<file path="config.mk">
export PLATFORM = sky130hd
export DESIGN_NAME = nvm_serial_master
export DESIGN_NICKNAME = d
export VERILOG_FILES = /design/src/rtl/nvmw_pkg.sv /design/src/rtl/nvmw_tick.sv /design/src/rtl/nvmw_regs.sv /design/src/rtl/nvmw_seq.sv /design/src/rtl/nvm_serial_master.sv
export SDC_FILE = /design/constraint.sdc
export NUM_CORES = 1
export LEC_CHECK = 0
export BUFFER_PORTS_ARGS = -buffer_cell sky130_fd_sc_hd__buf_2
export CORE_MARGIN = 2
export CORE_UTILIZATION = 55
export CTS_CLUSTER_DIAMETER = 40
export DETAILED_ROUTE_END_ITERATION = 7
export PLACE_DENSITY_LB_ADDON = 0.05
export SLEW_MARGIN = 20
export SYNTH_ARGS = -nofsm -noshare
export SYNTH_HDL_FRONTEND = slang
export SYNTH_SLANG_ARGS = --single-unit
</file>
<file path="constraint.sdc">
create_clock -name clk -period 3.2 [get_ports clk]
set_clock_uncertainty 0.1 [all_clocks]
set_input_delay 0.48 -clock clk [delete_from_list [all_inputs] [get_ports clk]]
set_output_delay 0.48 -clock clk [all_outputs]
set_load 0.01 [all_outputs]
</file>
<file path="src/rtl/nvmw_pkg.sv">
package nvmw_pkg;
  typedef enum logic [1:0] {
    OP_CTL = 2'b00,
    OP_WR  = 2'b01,
    OP_RD  = 2'b10,
    OP_ER  = 2'b11
  } mw_op_e;

  typedef enum logic [2:0] {
    S_IDLE,
    S_SEND,
    S_RECV,
    S_GAP,
    S_POLL,
    S_FIN
  } seq_st_e;

  localparam logic [1:0] IDX_CMD = 2'd0;
  localparam logic [1:0] IDX_CTL = 2'd1;
  localparam logic [1:0] IDX_STA = 2'd2;
  localparam logic [1:0] IDX_DAT = 2'd3;
  localparam int OPC_LSB = 16;
endpackage

</file>
<file path="src/rtl/nvmw_tick.sv">
module nvmw_tick #(
  parameter int HALF_DIV = 125
) (
  input  logic clk,
  input  logic rst_n,
  input  logic run,
  output logic tick
);
  localparam int CW = (HALF_DIV > 1) ? $clog2(HALF_DIV) : 1;

  logic [CW-1:0] cnt_q, cnt_d;
  logic at_end;

  assign at_end = (cnt_q == CW'(HALF_DIV - 1));
  assign tick   = run && at_end;

  always_comb begin
    cnt_d = cnt_q;
    if (!run)        cnt_d = '0;
    else if (at_end) cnt_d = '0;
    else             cnt_d = cnt_q + 1'b1;
  end

  always_ff @(posedge clk or negedge rst_n) begin
    if (!rst_n) cnt_q <= '0;
    else        cnt_q <= cnt_d;
  end

  generate
    if (HALF_DIV > 1) begin : g_chk
      // half-period strobes are never back to back
      a_r10_tick_spaced: assert property (@(posedge clk) disable iff (!rst_n)
        tick |=> !tick);
    end
  endgenerate
endmodule

</file>
<file path="src/rtl/nvmw_regs.sv">
module nvmw_regs
  import nvmw_pkg::*;
#(
  parameter int ADDR_W = 9,
  parameter int DATA_W = 8
) (
  input  logic              clk,
  input  logic              rst_n,
  input  logic              we,
  input  logic [1:0]        waddr,
  input  logic [31:0]       wdata,
  input  logic [1:0]        raddr,
  output logic [31:0]       rdata,
  input  logic              done,
  input  logic              done_err,
  input  logic              done_rd,
  input  logic [DATA_W-1:0] rx_byte,
  output logic              start,
  output mw_op_e            op,
  output logic [ADDR_W-1:0] addr,
  output logic [DATA_W-1:0] txbyte
);
  logic              start_q, start_d;
  logic              err_q, err_d;
  mw_op_e            op_q, op_d;
  logic [ADDR_W-1:0] addr_q, addr_d;
  logic [DATA_W-1:0] dat_q, dat_d;
  logic              accept, go;

  assign accept = we && !start_q;
  assign go     = accept && (waddr == IDX_CMD) && wdata[31];

  always_comb begin
    op_d    = op_q;
    addr_d  = addr_q;
    dat_d   = dat_q;
    start_d = start_q;
    err_d   = err_q;
    if (accept && waddr == IDX_CTL) begin
      op_d   = mw_op_e'(wdata[OPC_LSB+1:OPC_LSB]);
      addr_d = wdata[ADDR_W-1:0];
    end
    if (accept && waddr == IDX_DAT) dat_d = wdata[DATA_W-1:0];
    else if (done && done_rd)       dat_d = rx_byte;
    if (done) begin
      start_d = 1'b0;
      err_d   = done_err;
    end else if (go) begin
      start_d = 1'b1;
      err_d   = 1'b0;
    end
  end

  always_ff @(posedge clk or negedge rst_n) begin
    if (!rst_n) begin
      op_q    <= OP_CTL;
      addr_q  <= '0;
      dat_q   <= '0;
      start_q <= 1'b0;
      err_q   <= 1'b0;
    end else begin
      op_q    <= op_d;
      addr_q  <= addr_d;
      dat_q   <= dat_d;
      start_q <= start_d;
      err_q   <= err_d;
    end
  end

  always_comb begin
    case (raddr)
      IDX_CMD: rdata = {start_q, 31'b0};
      IDX_CTL: rdata = (32'(op_q) << OPC_LSB) | 32'(addr_q);
      IDX_STA: rdata = {start_q, 30'b0, err_q};
      default: rdata = 32'(dat_q);
    endcase
  end

  assign start  = start_q;
  assign op     = op_q;
  assign addr   = addr_q;
  assign txbyte = dat_q;

  // an accepted start shows busy in the next cycle
  a_r3_start_sets_busy: assert property (@(posedge clk) disable iff (!rst_n)
    go |=> start_q);
  // completion drops start and busy
  a_r7_done_clears: assert property (@(posedge clk) disable iff (!rst_n)
    done |=> !start_q);
  // control fields frozen against writes while busy
  a_r8_ctl_frozen: assert property (@(posedge clk) disable iff (!rst_n)
    (we && start_q) |=> ($stable(addr_q) && $stable(op_q)));
  // a new start clears the error flag
  a_r9_err_cleared: assert property (@(posedge clk) disable iff (!rst_n)
    go |=> !err_q);
endmodule

</file>
<file path="src/rtl/nvmw_seq.sv">
module nvmw_seq
  import nvmw_pkg::*;
#(
  parameter int ADDR_W  = 9,
  parameter int DATA_W  = 8,
  parameter int TMO_CYC = 2_500_000
) (
  input  logic              clk,
  input  logic              rst_n,
  input  logic              start,
  input  mw_op_e            op,
  input  logic [ADDR_W-1:0] addr,
  input  logic [DATA_W-1:0] txbyte,
  input  logic              tick,
  input  logic              mw_do,
  output logic              run,
  output logic              mw_cs,
  output logic              mw_sk,
  output logic              mw_di,
  output logic              done,
  output logic              done_err,
  output logic              done_rd,
  output logic [DATA_W-1:0] rx_byte
);
  localparam int HDR_W = 3 + ADDR_W;
  localparam int FRM_W = HDR_W + DATA_W;
  localparam int BCW   = $clog2(FRM_W + 1);
  localparam int TW    = $clog2(TMO_CYC + 1);

  seq_st_e           st_q, st_d;
  logic [FRM_W-1:0]  sh_q, sh_d;
  logic [BCW-1:0]    bc_q, bc_d;
  logic [DATA_W-1:0] rx_q, rx_d;
  logic [TW-1:0]     tm_q, tm_d;
  logic              sk_q, sk_d, cs_q, cs_d, te_q, te_d;
  logic              last;

  assign last = (bc_q == BCW'(1));

  always_comb begin
    st_d = st_q; sh_d = sh_q; bc_d = bc_q; rx_d = rx_q;
    tm_d = tm_q; sk_d = sk_q; cs_d = cs_q; te_d = te_q;
    case (st_q)
      S_IDLE: if (start) begin
        sh_d = {1'b1, op, addr, txbyte};
        bc_d = (op == OP_WR) ? BCW'(FRM_W) : BCW'(HDR_W);
        cs_d = 1'b1;
        te_d = 1'b0;
        st_d = S_SEND;
      end
      S_SEND, S_RECV: if (tick) begin
        if (!sk_q) sk_d = 1'b1;
        else begin
          sk_d = 1'b0;
          rx_d = {rx_q[DATA_W-2:0], mw_do};
          bc_d = bc_q - 1'b1;
          if (st_q == S_SEND) sh_d = {sh_q[FRM_W-2:0], 1'b0};
          if (last) begin
            if (st_q == S_SEND && op == OP_RD) begin
              bc_d = BCW'(DATA_W);
              st_d = S_RECV;
            end else if (st_q == S_SEND && op == OP_WR) begin
              bc_d = BCW'(2);
              cs_d = 1'b0;
              st_d = S_GAP;
            end else begin
              cs_d = 1'b0;
              st_d = S_FIN;
            end
          end
        end
      end
      S_GAP: if (tick) begin
        bc_d = bc_q - 1'b1;
        if (last) begin
          cs_d = 1'b1;
          tm_d = '0;
          st_d = S_POLL;
        end
      end
      S_POLL: begin
        if (mw_do) begin
          cs_d = 1'b0;
          st_d = S_FIN;
        end else if (tm_q == TW'(TMO_CYC - 1)) begin
          te_d = 1'b1;
          cs_d = 1'b0;
          st_d = S_FIN;
        end else tm_d = tm_q + 1'b1;
      end
      S_FIN: if (tick) st_d = S_IDLE;
      default: st_d = S_IDLE;
    endcase
  end

  always_ff @(posedge clk or negedge rst_n) begin
    if (!rst_n) begin
      st_q <= S_IDLE; sh_q <= '0; bc_q <= '0; rx_q <= '0;
      tm_q <= '0; sk_q <= 1'b0; cs_q <= 1'b0; te_q <= 1'b0;
    end else begin
      st_q <= st_d; sh_q <= sh_d; bc_q <= bc_d; rx_q <= rx_d;
      tm_q <= tm_d; sk_q <= sk_d; cs_q <= cs_d; te_q <= te_d;
    end
  end

  assign run      = (st_q != S_IDLE);
  assign mw_cs    = cs_q;
  assign mw_sk    = sk_q;
  assign mw_di    = (st_q == S_SEND) && sh_q[FRM_W-1];
  assign done     = (st_q == S_FIN) && tick;
  assign done_err = te_q;
  assign done_rd  = (op == OP_RD);
  assign rx_byte  = rx_q;

  // serial clock only pulses inside a selected frame
  a_r11_sk_needs_cs: assert property (@(posedge clk) disable iff (!rst_n)
    mw_sk |-> mw_cs);
  // data line holds while the serial clock is high
  a_r4_di_hold: assert property (@(posedge clk) disable iff (!rst_n)
    (mw_sk && $past(mw_sk)) |-> $stable(mw_di));
  // only a store can end in a timeout
  a_r9_tmo_store_only: assert property (@(posedge clk) disable iff (!rst_n)
    (done && done_err) |-> (op == OP_WR));
  // completion polling happens with chip select raised
  a_r6_poll_selected: assert property (@(posedge clk) disable iff (!rst_n)
    (st_q == S_POLL) |-> mw_cs);
endmodule

</file>
<file path="src/rtl/nvm_serial_master.sv">
module nvm_serial_master
  import nvmw_pkg::*;
#(
  parameter int HALF_DIV = 125,
  parameter int TMO_CYC  = 2_500_000,
  parameter int ADDR_W   = 9
) (
  input  logic        clk,
  input  logic        rst_n,
  input  logic        reg_we,
  input  logic [1:0]  reg_waddr,
  input  logic [31:0] reg_wdata,
  input  logic [1:0]  reg_raddr,
  output logic [31:0] reg_rdata,
  output logic        ee_cs,
  output logic        ee_sk,
  output logic        ee_di,
  input  logic        ee_do
);
  localparam int DATA_W = 8;

  logic [1:0]        rs_q;
  logic              rst_i_n;
  logic              start, done, done_err, done_rd, run, tick;
  mw_op_e            op;
  logic [ADDR_W-1:0] addr;
  logic [DATA_W-1:0] txbyte, rx_byte;

  always_ff @(posedge clk or negedge rst_n) begin
    if (!rst_n) rs_q <= 2'b00;
    else        rs_q <= {rs_q[0], 1'b1};
  end
  assign rst_i_n = rs_q[1];

  nvmw_regs #(.ADDR_W(ADDR_W), .DATA_W(DATA_W)) u_regs (
    .clk(clk), .rst_n(rst_i_n), .we(reg_we), .waddr(reg_waddr),
    .wdata(reg_wdata), .raddr(reg_raddr), .rdata(reg_rdata),
    .done(done), .done_err(done_err), .done_rd(done_rd), .rx_byte(rx_byte),
    .start(start), .op(op), .addr(addr), .txbyte(txbyte)
  );

  nvmw_tick #(.HALF_DIV(HALF_DIV)) u_tick (
    .clk(clk), .rst_n(rst_i_n), .run(run), .tick(tick)
  );

  nvmw_seq #(.ADDR_W(ADDR_W), .DATA_W(DATA_W), .TMO_CYC(TMO_CYC)) u_seq (
    .clk(clk), .rst_n(rst_i_n), .start(start), .op(op), .addr(addr),
    .txbyte(txbyte), .tick(tick), .mw_do(ee_do), .run(run),
    .mw_cs(ee_cs), .mw_sk(ee_sk), .mw_di(ee_di), .done(done),
    .done_err(done_err), .done_rd(done_rd), .rx_byte(rx_byte)
  );
endmodule

</file>
==> impl_metrics.json <==
{
  "crit_fanout": 18,
  "routabilityCongestion": 0.835,
  "pwr_density_cell_nw_per_um2": 470,
  "p_comb_frac": 0.137,
  "core_sq_um": 8720,
  "final_cell_count_no_fill": 638,
  "fin_hold_ws_ns": 0.252,
  "r2r_start": "u_seq.tm_q[9]",
  "avgViaCountPerCell": 5.86,
  "clockBufferDepth": 2,
  "grt_pass1_vias": 3674,
  "grt_max_degree": 62,
  "slew_headroom": 0.423,
  "numCtsBuffers": 9,
  "track_usage": 0.228,
  "p_seq_frac": 0.546,
  "die-area_sq_um": 9800,
  "nNetsFinal": 569,
  "critical_path.startpoint": "u_seq.tm_q[9]",
  "grt_overflow": 0,
  "cp_slowest_stage_delay_ns": 0.68,
  "cp.required_ns": 3.34,
  "dp_slack_ns": 0.676,
  "syn_area_per_cell_sq_um": 9.95,
  "cts_hold_buffers": 1,
  "drt_pass1_iterations": 5,
  "worstMarginPinSlew_ns": 0.859,
  "wl_per_cell_um": 16.3,
  "ioPinCount": 75,
  "dr.first_iter.drc_count": 175,
  "critPathCaptureType": "flop",
  "cts_sinks": 91,
  "outcome": "complete, no violations",
  "period_minus_slack_ns": 2.56,
  "synthTopCellsByArea": "dfrtp_1 (46%), mux2i_1 (8.7%), mux2_2 (4.8%)",
  "routed_wl_mm": 10.4,
  "intPower_mw": 1.81,
  "cts_tree": "yes",
  "crit_slowest_cell": "o21ai_2",
  "placed_cells": 620,
  "htreeDepth": 3,
  "crit_chain": "nor4b_1, nand4_1, o21ai_2, nand3_1, o31a_1",
  "cap_violations": 0,
  "p_sw_frac": 0.278,
  "r2r_cells": 5,
  "final-hold-violation-count": 0,
  "area_growth_pct": 7.43,
  "ant_nets": 0,
  "ys_async_sr_fraction": 1.00,
  "drive_above_1_share": 0.180,
  "start_util": 0.569,
  "ir_drop_v": 0.000306,
  "worst_slack_ns": 0.640,
  "dpl.hpwl_mm": 7.09,
  "synth-edff-count": 0,
  "yosysWarnings": 0,
  "syn-cell-area_sq_um": 4970,
  "max_freq_ghz": 0.391,
  "syn_inst": 499,
  "fillers": 781,
  "grt_pass1_wl_mm": 18.1,
  "drv_slew": 0,
  "cts_setup_buffers": 0,
  "cts-resized-gates": 0,
  "synth.yosys.seq_area_share": 0.459,
  "fin_setup_tns_ns": 0,
  "yosys.area.top_type_share": 0.459,
  "finalSetupViolCount": 0,
  "antenna_found_initial": 1,
  "synth.ff_latch_count": 91,
  "clockPowerShare": 0.317,
  "p_sw_mw": 0.697,
  "p_leak_nw": 2.61,
  "clockRootBuffer": "clkbuf_8",
  "die_width_um": 99.0,
  "critical_path_class": "flop to flop",
  "period_share": 0.800,
  "cp.arrival_ns": 2.70,
  "ys.flop_type": "dfrtp_1",
  "port_buffers": 34,
  "synth_cell_types": 62,
  "rsz0062_at_grt": "false",
  "worstSkewPairLatency_ns": 0.35,
  "die_h_um": 99.0,
  "row_count": 34,
  "hold_depth": 2,
  "vias": 3737,
  "hp-class": "input port to flop",
  "route.detailed.drc": 0,
  "critPathLaunchType": "flop",
  "hold_start": "reg_wdata[17]",
  "netlist.top_cell.by_area": "dfrtp_1",
  "cts.clk_slew.worst_paths_ns": 0.10
}
metrics by stage:
step | total power, mW | cell area (sq um) | utilization
finish | 2.51 | 5340 | 0.612
global route | 2.63 | 5330 | 0.611
CTS | 2.53 | 5330 | 0.611
detailed placement | 1.74 | 5120 | 0.587
global placement | 1.73 | 5120 | 0.587
floorplan | 1.63 | 5040 | -
cell families (layout without fill, tap and decap cells):
kind of cell,count (synthesis),count (layout),share of synthesized area
and+or+nand+nor,179,179,0.195
AOI/OAI and AO/OA,91,91,0.116
DFF,91,91,0.459
muxes,65,65,0.137
buffers and inverters,57,68,0.0645
xor gates and xnor gates,8,8,0.0141
adders and majority gates,6,6,0.0146
other,2,22,0.00151
power by group through the flow:
stage	Combinational, mW	Sequential (mW)	Clock [mW]
6_report	0.343	1.37	0.796
5_1_grt	0.385	1.38	0.861
4_1_cts	0.346	1.37	0.816
3_5_place_dp	0.343	1.39	0
3_3_place_gp	0.337	1.39	0
2_1_floorplan	0.283	1.35	0
cells in the final DEF, fill, tap and decap left out, drive strengths merged, types with 12 or more instances in the layout:
cell type / instances
a21oi: 34
nand2: 34
nand4: 13
nor2b: 12
nor2: 48
mux2: 22
o21ai: 22
dfrtp: 91
buf: 40
mux2i: 43
conb: 21
nand3: 15
synth_stat cells, types with 3 or more instances:
master	instances
a21oi_1	32
a22o_1	3
a31oi_1	8
and2_1	9
and3_1	7
and4_1	6
buf_2	10
buf_4	23
clkbuf_1	12
dfrtp_1	91
ha_1	5
inv_1	10
mux2_2	21
mux2i_1	43
nand2_1	32
nand2b_1	6
nand3_1	15
nand3b_1	3
nand4_1	13
nor2_1	47
nor2b_1	12
nor3_1	9
o211ai_1	4
o21ai_0	20
or2b_1	3
xnor2_1	5
xor2_1	3
worst max-delay path, delay by kind of cell (launching register included):
family	cells	cell delay [ns]
DFF	1	0.46
AOI/OAI and AO/OA	2	1.02
and+or+nand+nor	3	0.88
per-layer routing:
layer / track usage / wire, um
met4: 0.0695 / 113
met5: 0 / 0
met3: 0.0397 / 431
met1: 0.331 / 5020
met2: 0.352 / 4820
layout make-up:
class	count	area [sq um]	share of cell area
multi-input combinational	370	2450	0.459
sequential	91	2280	0.428
timing repair buffer	41	225	0.0422
clock buffer	10	138	0.0258
tap	108	135	0.0253
clock inverter	6	65.1	0.0122
inverter	11	41.3	0.00774
antenna	1	2.50	0.000469
flip-flops by register name, summed over array words and instances (netlist names):
signal / flops
u_regs.txbyte: 8
u_seq.bc_q: 5
u_seq.st_q: 3
u_regs.addr: 9
u_seq.rx_byte: 8
u_seq.done_err: 1
u_seq.mw_sk: 1
u_tick.cnt_q: 7
u_seq.sh_q: 20
u_regs.op: 2
u_seq.tm_q: 22
u_regs.start: 1
u_seq.mw_cs: 1
u_regs.err_q: 1
rs_q: 2
worst paths after layout:
| path | end | slack, ns |
|---|---|---|
| setup reg to reg | u_seq.mw_cs | 0.64 |
| setup / recovery | u_seq.mw_cs | 0.64 |
| max in group asynchronous | u_seq.sh_q[1] | 1.93 |
| min in group asynchronous | rs_q[0] | 0.33 |
| hold / removal | u_regs.op[1] | 0.25 |
| hold reg to reg | rs_q[1] | 0.28 |
(Power assumes the default switching activity.)
